===== config.mk =====
export PLATFORM = sky130hd
export DESIGN_NAME = irq_ack_unit
export DESIGN_NICKNAME = d
export VERILOG_FILES = /design/src/rtl/irq_ack_pkg.sv /design/src/rtl/irq_first_set.sv /design/src/rtl/irq_level_arb.sv /design/src/rtl/irq_inservice.sv /design/src/rtl/irq_ack_unit.sv
export SDC_FILE = /design/constraint.sdc
export NUM_CORES = 1
export LEC_CHECK = 0
export BUFFER_PORTS_ARGS = -buffer_cell sky130_fd_sc_hd__buf_2
export CAP_MARGIN = 15
export CORE_UTILIZATION = 40
export DETAILED_ROUTE_END_ITERATION = 8
export PLACE_DENSITY = 0.77
export SYNTH_ARGS = -nofsm -noshare
export SYNTH_HDL_FRONTEND = slang
export SYNTH_HIERARCHICAL = 1
export SYNTH_SLANG_ARGS = --single-unit

===== constraint.sdc =====
create_clock -name clk -period 1.4 [get_ports clk]
set_input_delay 0.28 -clock clk [delete_from_list [all_inputs] [get_ports clk]]
set_output_delay 0.28 -clock clk [all_outputs]
set_load 0.1 [all_outputs]

===== src/rtl/irq_ack_pkg.sv =====
package irq_ack_pkg;

    typedef enum logic [1:0] {
        ST_RUN  = 2'd0,
        ST_WIN  = 2'd1,
        ST_CALL = 2'd2
    } ack_state_e;

    // Slot address: fixed stride with one forward jump past a gap index.
    function automatic logic [15:0] slot_addr(input int idx, input int base,
                                              input int step, input int gap_idx,
                                              input int gap_bytes);
        int a;
        a = base + step * idx;
        if (idx >= gap_idx) a = a + gap_bytes;
        return 16'(a);
    endfunction

endpackage


===== src/rtl/irq_first_set.sv =====
module irq_first_set #(
    parameter int N  = 19,
    parameter int IW = 5
) (
    input  logic [N-1:0]  vec_i,
    output logic          any_o,
    output logic [IW-1:0] idx_o
);
    always_comb begin
        idx_o = '0;
        for (int i = N - 1; i >= 0; i--) begin
            if (vec_i[i]) idx_o = IW'(i);
        end
        any_o = |vec_i;
    end
endmodule


===== src/rtl/irq_level_arb.sv =====
module irq_level_arb #(
    parameter int N  = 19,
    parameter int IW = 5
) (
    input  logic [N-1:0]  pend_i,
    input  logic [N-1:0]  prio_hi_i,
    output logic          hi_any_o,
    output logic [IW-1:0] hi_idx_o,
    output logic          lo_any_o,
    output logic [IW-1:0] lo_idx_o
);
    logic [N-1:0] hi_vec;
    logic [N-1:0] lo_vec;

    genvar g;
    generate
        for (g = 0; g < N; g++) begin : g_split
            assign hi_vec[g] = pend_i[g] &  prio_hi_i[g];
            assign lo_vec[g] = pend_i[g] & ~prio_hi_i[g];
        end
    endgenerate

    irq_first_set #(.N(N), .IW(IW)) i_hi (
        .vec_i (hi_vec),
        .any_o (hi_any_o),
        .idx_o (hi_idx_o)
    );

    irq_first_set #(.N(N), .IW(IW)) i_lo (
        .vec_i (lo_vec),
        .any_o (lo_any_o),
        .idx_o (lo_idx_o)
    );
endmodule


===== src/rtl/irq_inservice.sv =====
module irq_inservice (
    input  logic clk,
    input  logic rst_n,
    input  logic set_hi_i,
    input  logic set_lo_i,
    input  logic reti_i,
    output logic ins_hi_o,
    output logic ins_lo_o
);
    always_ff @(posedge clk or negedge rst_n) begin
        if (!rst_n) begin
            ins_hi_o <= 1'b0;
            ins_lo_o <= 1'b0;
        end else begin
            if (reti_i) begin
                if (ins_hi_o) ins_hi_o <= 1'b0;
                else          ins_lo_o <= 1'b0;
            end
            if (set_hi_i) ins_hi_o <= 1'b1;
            if (set_lo_i) ins_lo_o <= 1'b1;
        end
    end

    AST_SET_EXCLUSIVE: assert property (@(posedge clk) disable iff (!rst_n)
        !(set_hi_i && set_lo_i));
endmodule


===== src/rtl/irq_ack_unit.sv =====
module irq_ack_unit
    import irq_ack_pkg::*;
#(
    parameter int              NSRC      = 19,
    parameter int              WIN_CYC   = 2,
    parameter int              VEC_BASE  = 3,
    parameter int              VEC_STEP  = 8,
    parameter int              GAP_IDX   = 14,
    parameter int              GAP_BYTES = 16,
    parameter int              EXT0_IDX  = 0,
    parameter int              EXT1_IDX  = 2,
    parameter logic [NSRC-1:0] AUTO_CLR  = NSRC'(10)
) (
    input  logic            clk,
    input  logic            rst_n,
    input  logic [NSRC-1:0] req_i,
    input  logic [NSRC-1:0] en_i,
    input  logic            glob_en_i,
    input  logic [NSRC-1:0] prio_hi_i,
    input  logic [1:0]      ext_edge_i,
    input  logic            boundary_i,
    input  logic            reti_i,
    output logic            ack_o,
    output logic            push_pc_o,
    output logic [15:0]     vec_o,
    output logic [NSRC-1:0] clr_o
);
    localparam int IW = (NSRC > 1) ? $clog2(NSRC) : 1;
    localparam int CW = (WIN_CYC > 1) ? $clog2(WIN_CYC) : 1;

    ack_state_e    state;
    logic [CW-1:0] win_cnt;
    logic [IW-1:0] cand_idx;
    logic          cand_hi;

    logic [NSRC-1:0] pend;
    logic            hi_any, lo_any;
    logic [IW-1:0]   hi_idx, lo_idx;
    logic            ins_hi, ins_lo;
    logic            take_hi, take_lo;
    logic            hw_clears;
    logic [NSRC-1:0] cand_onehot;

    assign pend = req_i & en_i & {NSRC{glob_en_i}};

    irq_level_arb #(.N(NSRC), .IW(IW)) i_arb (
        .pend_i    (pend),
        .prio_hi_i (prio_hi_i),
        .hi_any_o  (hi_any),
        .hi_idx_o  (hi_idx),
        .lo_any_o  (lo_any),
        .lo_idx_o  (lo_idx)
    );

    irq_inservice i_ins (
        .clk      (clk),
        .rst_n    (rst_n),
        .set_hi_i (ack_o &  cand_hi),
        .set_lo_i (ack_o & ~cand_hi),
        .reti_i   (reti_i),
        .ins_hi_o (ins_hi),
        .ins_lo_o (ins_lo)
    );

    assign take_hi = hi_any & ~ins_hi;
    assign take_lo = lo_any & ~ins_hi & ~ins_lo;

    // State register and candidate tracking
    always_ff @(posedge clk or negedge rst_n) begin
        if (!rst_n) begin
            state    <= ST_RUN;
            win_cnt  <= '0;
            cand_idx <= '0;
            cand_hi  <= 1'b0;
        end else begin
            unique case (state)
                ST_RUN: begin
                    if (boundary_i && (take_hi || take_lo)) begin
                        state    <= ST_WIN;
                        win_cnt  <= CW'(WIN_CYC - 1);
                        cand_hi  <= take_hi;
                        cand_idx <= take_hi ? hi_idx : lo_idx;
                    end
                end
                ST_WIN: begin
                    if (take_hi && !cand_hi) begin
                        cand_hi  <= 1'b1;
                        cand_idx <= hi_idx;
                    end
                    if (win_cnt == '0) state <= ST_CALL;
                    else               win_cnt <= win_cnt - 1'b1;
                end
                ST_CALL: state <= ST_RUN;
                default: state <= ST_RUN;
            endcase
        end
    end

    // Output decode
    always_comb begin
        cand_onehot = NSRC'(1) << cand_idx;
        hw_clears   = AUTO_CLR[cand_idx]
                    | ((int'(cand_idx) == EXT0_IDX) & ext_edge_i[0])
                    | ((int'(cand_idx) == EXT1_IDX) & ext_edge_i[1]);
        ack_o     = 1'b0;
        push_pc_o = 1'b0;
        vec_o     = '0;
        clr_o     = '0;
        unique case (state)
            ST_CALL: begin
                ack_o     = 1'b1;
                push_pc_o = 1'b1;
                vec_o     = slot_addr(int'(cand_idx), VEC_BASE, VEC_STEP,
                                      GAP_IDX, GAP_BYTES);
                clr_o     = hw_clears ? cand_onehot : '0;
            end
            default: ;
        endcase
    end

    AST_ACK_PULSE: assert property (@(posedge clk) disable iff (!rst_n)
        ack_o |=> !ack_o);
    AST_PUSH_TRACKS_ACK: assert property (@(posedge clk) disable iff (!rst_n)
        $rose(push_pc_o) |-> ack_o);
    AST_CLR_ONEHOT: assert property (@(posedge clk) disable iff (!rst_n)
        $onehot0(clr_o));
    AST_CLR_ONLY_ACK: assert property (@(posedge clk) disable iff (!rst_n)
        !ack_o |-> (clr_o == '0));
    AST_VEC_SLOT: assert property (@(posedge clk) disable iff (!rst_n)
        ack_o |-> (vec_o[2:0] == 3'(VEC_BASE)));
    AST_GLOBAL_OFF: assert property (@(posedge clk) disable iff (!rst_n)
        (state == ST_RUN && !glob_en_i) |=> (state != ST_WIN));
    AST_HI_BLOCKS: assert property (@(posedge clk) disable iff (!rst_n)
        (state == ST_RUN && ins_hi) |=> (state != ST_WIN));
    AST_NO_DEMOTE: assert property (@(posedge clk) disable iff (!rst_n)
        (state == ST_WIN && cand_hi) |=> cand_hi);
    AST_BOUNDARY_ONLY: assert property (@(posedge clk) disable iff (!rst_n)
        (state == ST_RUN && !boundary_i) |=> (state == ST_RUN));
endmodule


; Word level (Yosys, flattened, before mapping)
; Memory sizes are Yosys's and may differ from the RTL's.
; Index checks and enable logic that the tools add are counted.
[word_totals]
reg_bits = 11
rom_bits = 32
output_inout_bits = 37
word_cells = 168
mem_count = 1
[memory_table]
columns = name, depth, width, rd, rd_ports_with_merged_regs, wr, line
row1 = (no name shown), 32, 1, 1, 0, 0, irq_ack_unit.sv:102  ; hw_clears = AUTO_CLR[cand_idx]
[classes]
addsub = 3
n_lt_le_gt_ge = 2
eq_ne = 7
shifts = 1
mux = 62
bitwise = 71
reduce_logical = 15
[op_table]
columns = op, n
row1 = $mux 5, 41
row2 = $and 1x1->1, 45
row3 = $and 19x19->19, 2
row4 = $mux 19, 2
row5 = $reduce_or 19->1, 2
row6 = $not 1->1, 22
row7 = $mux 10, 2
row8 = $shl 1x5->19 const A, 1
row9 = $mux 1, 11
row10 = $add 9x5->10 const B, 1
row11 = $pmux 5 s2, 1
row12 = $add 2x8->9 const A, 1
row13 = $lt 5x6->1 const B, 1
row14 = $ne 2x2->1 const B, 3
row15 = $reduce_and 2->1, 3
row16 = $reduce_bool 2->1, 3
row17 = $eq 5x3->1 const B, 1
row18 = $ge 5x4->1 const B, 1
row19 = $logic_not 5->1, 1
row20 = $mux 2, 2
row21 = $pmux 1 s2, 2
row22 = $pmux 2 s2, 1
row23 = $reduce_and 3->1, 1
row24 = $eq 2x1->1 const B, 1
row25 = 8 further kinds, 10

; Logic depth before layout (Yosys ltp)
[logic_depth]
ltp_word = 25
mapped_depth = 11
ltp_nobuf = 10

; By module
; Netlist, hierarchy kept.
[modules_own_cells]
columns = module, n_inst, cells_per_inst, area_per_inst_um2, seq_area_each_um2
row1 = irq_ack_unit, 1, 112, 980.9, 225.2
row2 = irq_first_set, 2, 38, 216.5, 0.0
row3 = irq_level_arb, 1, 38, 237.7, 0.0
row4 = irq_inservice, 1, 6, 76.3, 50.0

; Least setup slack after synthesis
; No wires, ideal clock.
[synth_timing]
kind = input -> register
from = in glob_en_i
to = reg cand_idx[0]
setup_time_ns = 0.125
arrival_ns = 3.061
t_required_ns = 1.275
path_slack_ns = -1.786
path_stages = 10
path_buffers = 1
cell_sequence = clkbuf_1 > and3_1 > and2_1 > or4_4 > or3_1 > or4_1 > and2b_1 > nor2_2 > mux2_1 > mux2_4
[synth_between]
elab_cells_between_ends = 90
classes_between = 2 x eq/ne / 40 x mux / 42 x bitwise / 6 x reduce/logical
[synth_lines]
columns = item, line
row1 = from (decl), irq_ack_unit.sv:18  ; input logic glob_en_i,
row2 = $and 19x19->19 (*), irq_ack_unit.sv:44  ; assign pend = req_i & en_i & {NSRC{glob_en_i}};
row3 = via pend[10], irq_ack_unit.sv:36  ; logic [NSRC-1:0] pend;
row4 = $and 1x1->1 (*), irq_level_arb.sv:18  ; assign hi_vec[g] = pend_i[g] & prio_hi_i[g];
row5 = via i_arb.hi_vec[10], irq_level_arb.sv:12  ; logic [N-1:0] hi_vec;
row6 = $reduce_or 19->1 (*), irq_first_set.sv:14  ; any_o = |vec_i;
row7 = via hi_any, irq_ack_unit.sv:37  ; logic hi_any, lo_any;
row8 = $and 1x1->1 (*), irq_ack_unit.sv:65  ; assign take_hi = hi_any & ~ins_hi;
row9 = $logic_or 1x1->1, irq_ack_unit.sv:78  ; if (boundary_i && (take_hi || take_lo)) begin
row10 = $logic_and 1x1->1, irq_ack_unit.sv:78
row11 = $ne 2x2->1 (no line), -
row12 = $reduce_and 3->1 (no line), -
row13 = to (signal assigned), irq_ack_unit.sv:82  ; cand_idx <= take_hi ? hi_idx : lo_idx;
row14 = to (signal assigned), irq_ack_unit.sv:88  ; cand_idx <= hi_idx;
row15 = to (decl), irq_ack_unit.sv:33  ; logic [IW-1:0] cand_idx;
; The timed path passes the listed nets; every way through them passes the cells marked *. The select of a mux whose other input is x is not followed.
; A chain may end at the register's enable or synchronous reset.

; Worst setup path in the final report
[layout_timing]
from = in en_i[8]
to = reg cand_idx[2]
[layout_between]
elab_cells_between_ends = 37
classes_between = 2 x eq/ne / 22 x mux / 7 x bitwise / 6 x reduce/logical
[layout_lines]
columns = item, line
row1 = from (decl), irq_ack_unit.sv:17  ; input logic [NSRC-1:0] en_i,
row2 = $and 19x19->19 (*) (2 in series), irq_ack_unit.sv:44
row3 = via pend[8], irq_ack_unit.sv:36
row4 = $and 1x1->1 (*), irq_level_arb.sv:18
row5 = via i_arb.hi_vec[8], irq_level_arb.sv:12
row6 = $reduce_or 19->1 (*), irq_first_set.sv:14
row7 = via hi_any, irq_ack_unit.sv:37
row8 = $and 1x1->1 (*), irq_ack_unit.sv:65
row9 = $logic_or 1x1->1, irq_ack_unit.sv:78
row10 = $logic_and 1x1->1, irq_ack_unit.sv:78
row11 = $ne 2x2->1 (no line), -
row12 = $reduce_and 3->1 (no line), -
; Marked as above.

==> metrics.txt <==
PwrDens=1260 mW/mm²; clock-pin transition on the worst setup and hold timing paths=~0.050 ns; Syn Area/Cell=7.45 µm²; DRT Pass-1 Iters=4; first-iteration detailed-routing DRC count=67; violations in the final reports=negative setup slack; Synth top cells by count=nor2_1, buf_4, and3_1, nor2b_1, and2_1; Startpoint Class=input pin; Fin. Hold Viols=0; CP endpoint kind=flip-flop; sequential area share after synthesis=0.159; register area=277 µm²; Max FO, Critical Path=5; Total Routed Length=5340 µm; final non-filler cell total=432; unrepaired setup endpoints after global routing=yes; DP Wirelength=4350 µm; layout cells sized above 1=0.565; core area=0.00409 mm²; die height=67.7 µm; Multi-input gate area=0.00151 mm²; Reg2Reg Setup Slack=-0.31 ns; DR DRC count=0; number of vias per cell=5.03; ANT nets after route=0; period utilization=2.09; antenna violations before repair=0; I/O pin count=a little over 100; maxcap violations=0; IR drop worst, VDD=around 0.72 mV; Syn. warnings=6; Overflow after GRT=0; worst skew pair latency=approximately 0.24 ns; Initial Util=0.423; post-layout minimum cycle time=2.93 ns; Arrival @ worst endpoint=3.05 ns; GP Congestion=0.972; TritonCTS clock tree=done; Root Buffer=clkbuf_8; clock buffer depth=2; fin util=0.780; Max Slew Vio Count=0; Mapped Area=roughly 0.0017 mm²; # setup viols final=22; async set-reset flop share out of synthesis=1.00; area share of the largest cell type after synthesis=0.159; Worst Path Class, Setup=in -> reg; PortBufs=77; vias in the first global route=2068; outcome=finished with violations; H-tree levels=1; Setup TNS Final=-16.25 ns; EDFF count, synth=0; Total Nets Final=roughly 450; first-pass GRT wire length=8340 µm; via count=2171; fmax=341 MHz; Ant. Diodes=0; worst hold path class=in -> reg; Avg WL per Cell=~12 µm; Inst Count DP=417; CTS Sinks=11; Crit path required time=1.51 ns; global-route usage over all layers=0.239; Rows=23; CTS Buf Count=3; Leakage=0.00163 µW; register bit count reported by yosys=11; count leader, synth=nor2_1; prevailing post-synth register cell=dfrtp_1; largest area contributor in the netlist=dfrtp_1; leading cell types by total area after synthesis=dfrtp_1, buf_4, and3_1; area delta synth->final=84.4%; clock skew=0.00558 ns; worst setup slack after layout=-1.53 ns; die area=0.00459 mm²; Die X=67.7 µm; largest net degree at the start of global routing=12; Syn Inst Count=232; FILL cells=298; Place WS=-1.83 ns; count of cell types in the netlist=44; Fin Hold WS=0.349 ns
area by class of cell:
class                   count  share of cell area
inverters                  10              0.0130
flip-flops and latches     11              0.0868
repair buffers            153               0.392
clock buffers               4              0.0141
multi-input cells         204               0.474
well taps                  50              0.0196
registers in the layout, summed over array words and instances (netlist names):
register,count
cand_hi,1
cand_idx,5
i_ins/ins_hi_o,1
i_ins/ins_lo_o,1
state,2
win_cnt,1
repair_timing:
item                       4_1_cts  5_1_grt
cloned                           1        0
hold buffers                     1        0
pin swaps                       11        6
setup endpoints to repair       22       23
resized for setup               21        4
hold endpoints to repair        11        0
buffers inserted                 6        3
worst max-delay path: stages:
cell     delay, ns
buf_6         0.09
and3_4        0.16
and2_4        0.13
or4_4         0.53
or3_4         0.40
or4_4         0.42
and2b_2       0.24
nor2_4        0.21
mux2_4        0.32
mux2_4        0.27
cell usage in the layout, fill, tap and decap left out, types with 7 or more instances in the layout:
master | netlist | routed
a21oi_1 | 9 | 8
and2_1 | 21 | 15
nor2_4 | 0 | 7
dfrtp_1 | 11 | 10
nor2b_1 | 22 | 18
buf_12 | 0 | 16
buf_4 | 26 | 69
buf_2 | 0 | 60
mux2_4 | 5 | 10
nand2_1 | 9 | 9
and3_1 | 22 | 18
nor3_1 | 7 | 7
conb_1 | 1 | 23
inv_1 | 10 | 9
nor2_1 | 28 | 21
per-layer routing:
metal | vias up | routed length, µm | track usage
met2 | 91 | 3010 | 0.495
li1 | 1074 | - | -
met1 | 992 | 1920 | 0.232
met5 | - | 0 | 0
met3 | 14 | 265 | 0.0236
met4 | 0 | 136 | 0.0984
cells by family after synthesis:
logic type                 count (synthesis)  share of synthesized area
and+or+nand+nor                          138                      0.474
muxes                                     12                     0.0883
adders and majority gates                  1                    0.00724
xor gates and xnor gates                   1                    0.00507
AOI/OAI and AO/OA                         29                      0.123
buffers and inverters                     39                      0.141
other                                      1                    0.00217
DFF                                       11                      0.159
path summary, 6_finish.rpt:
path                          start        endpoint  depth (start not counted)
max                         en_i[8]     cand_idx[2]                         10
min                          reti_i  i_ins/ins_lo_o                          3
max reg2reg                state[0]     cand_idx[2]                          6
min reg2reg                 win_cnt        state[1]                          1
max in group asynchronous     rst_n        state[1]                          2
min in group asynchronous     rst_n  i_ins/ins_lo_o                          2
report_power, final:
part / leakage (µW) / switching [µW] / internal (µW) / total [µW]
clock: 0.0000228 / 114 / 200 / 313
combinational: 0.00146 / 1610 / 1430 / 3040
sequential: 0.000139 / 203 / 462 / 665
total: 0.00163 / 1930 / 2090 / 4020
metrics by stage:
step	cell area [µm²]	total power [µW]
floorplan	2010	2670
CTS	3150	3990
finish	3190	4020
detailed placement	2920	3460
global route	3190	4240
global placement	2920	3380
No activity file was read; power rests on OpenSTA's default activity.
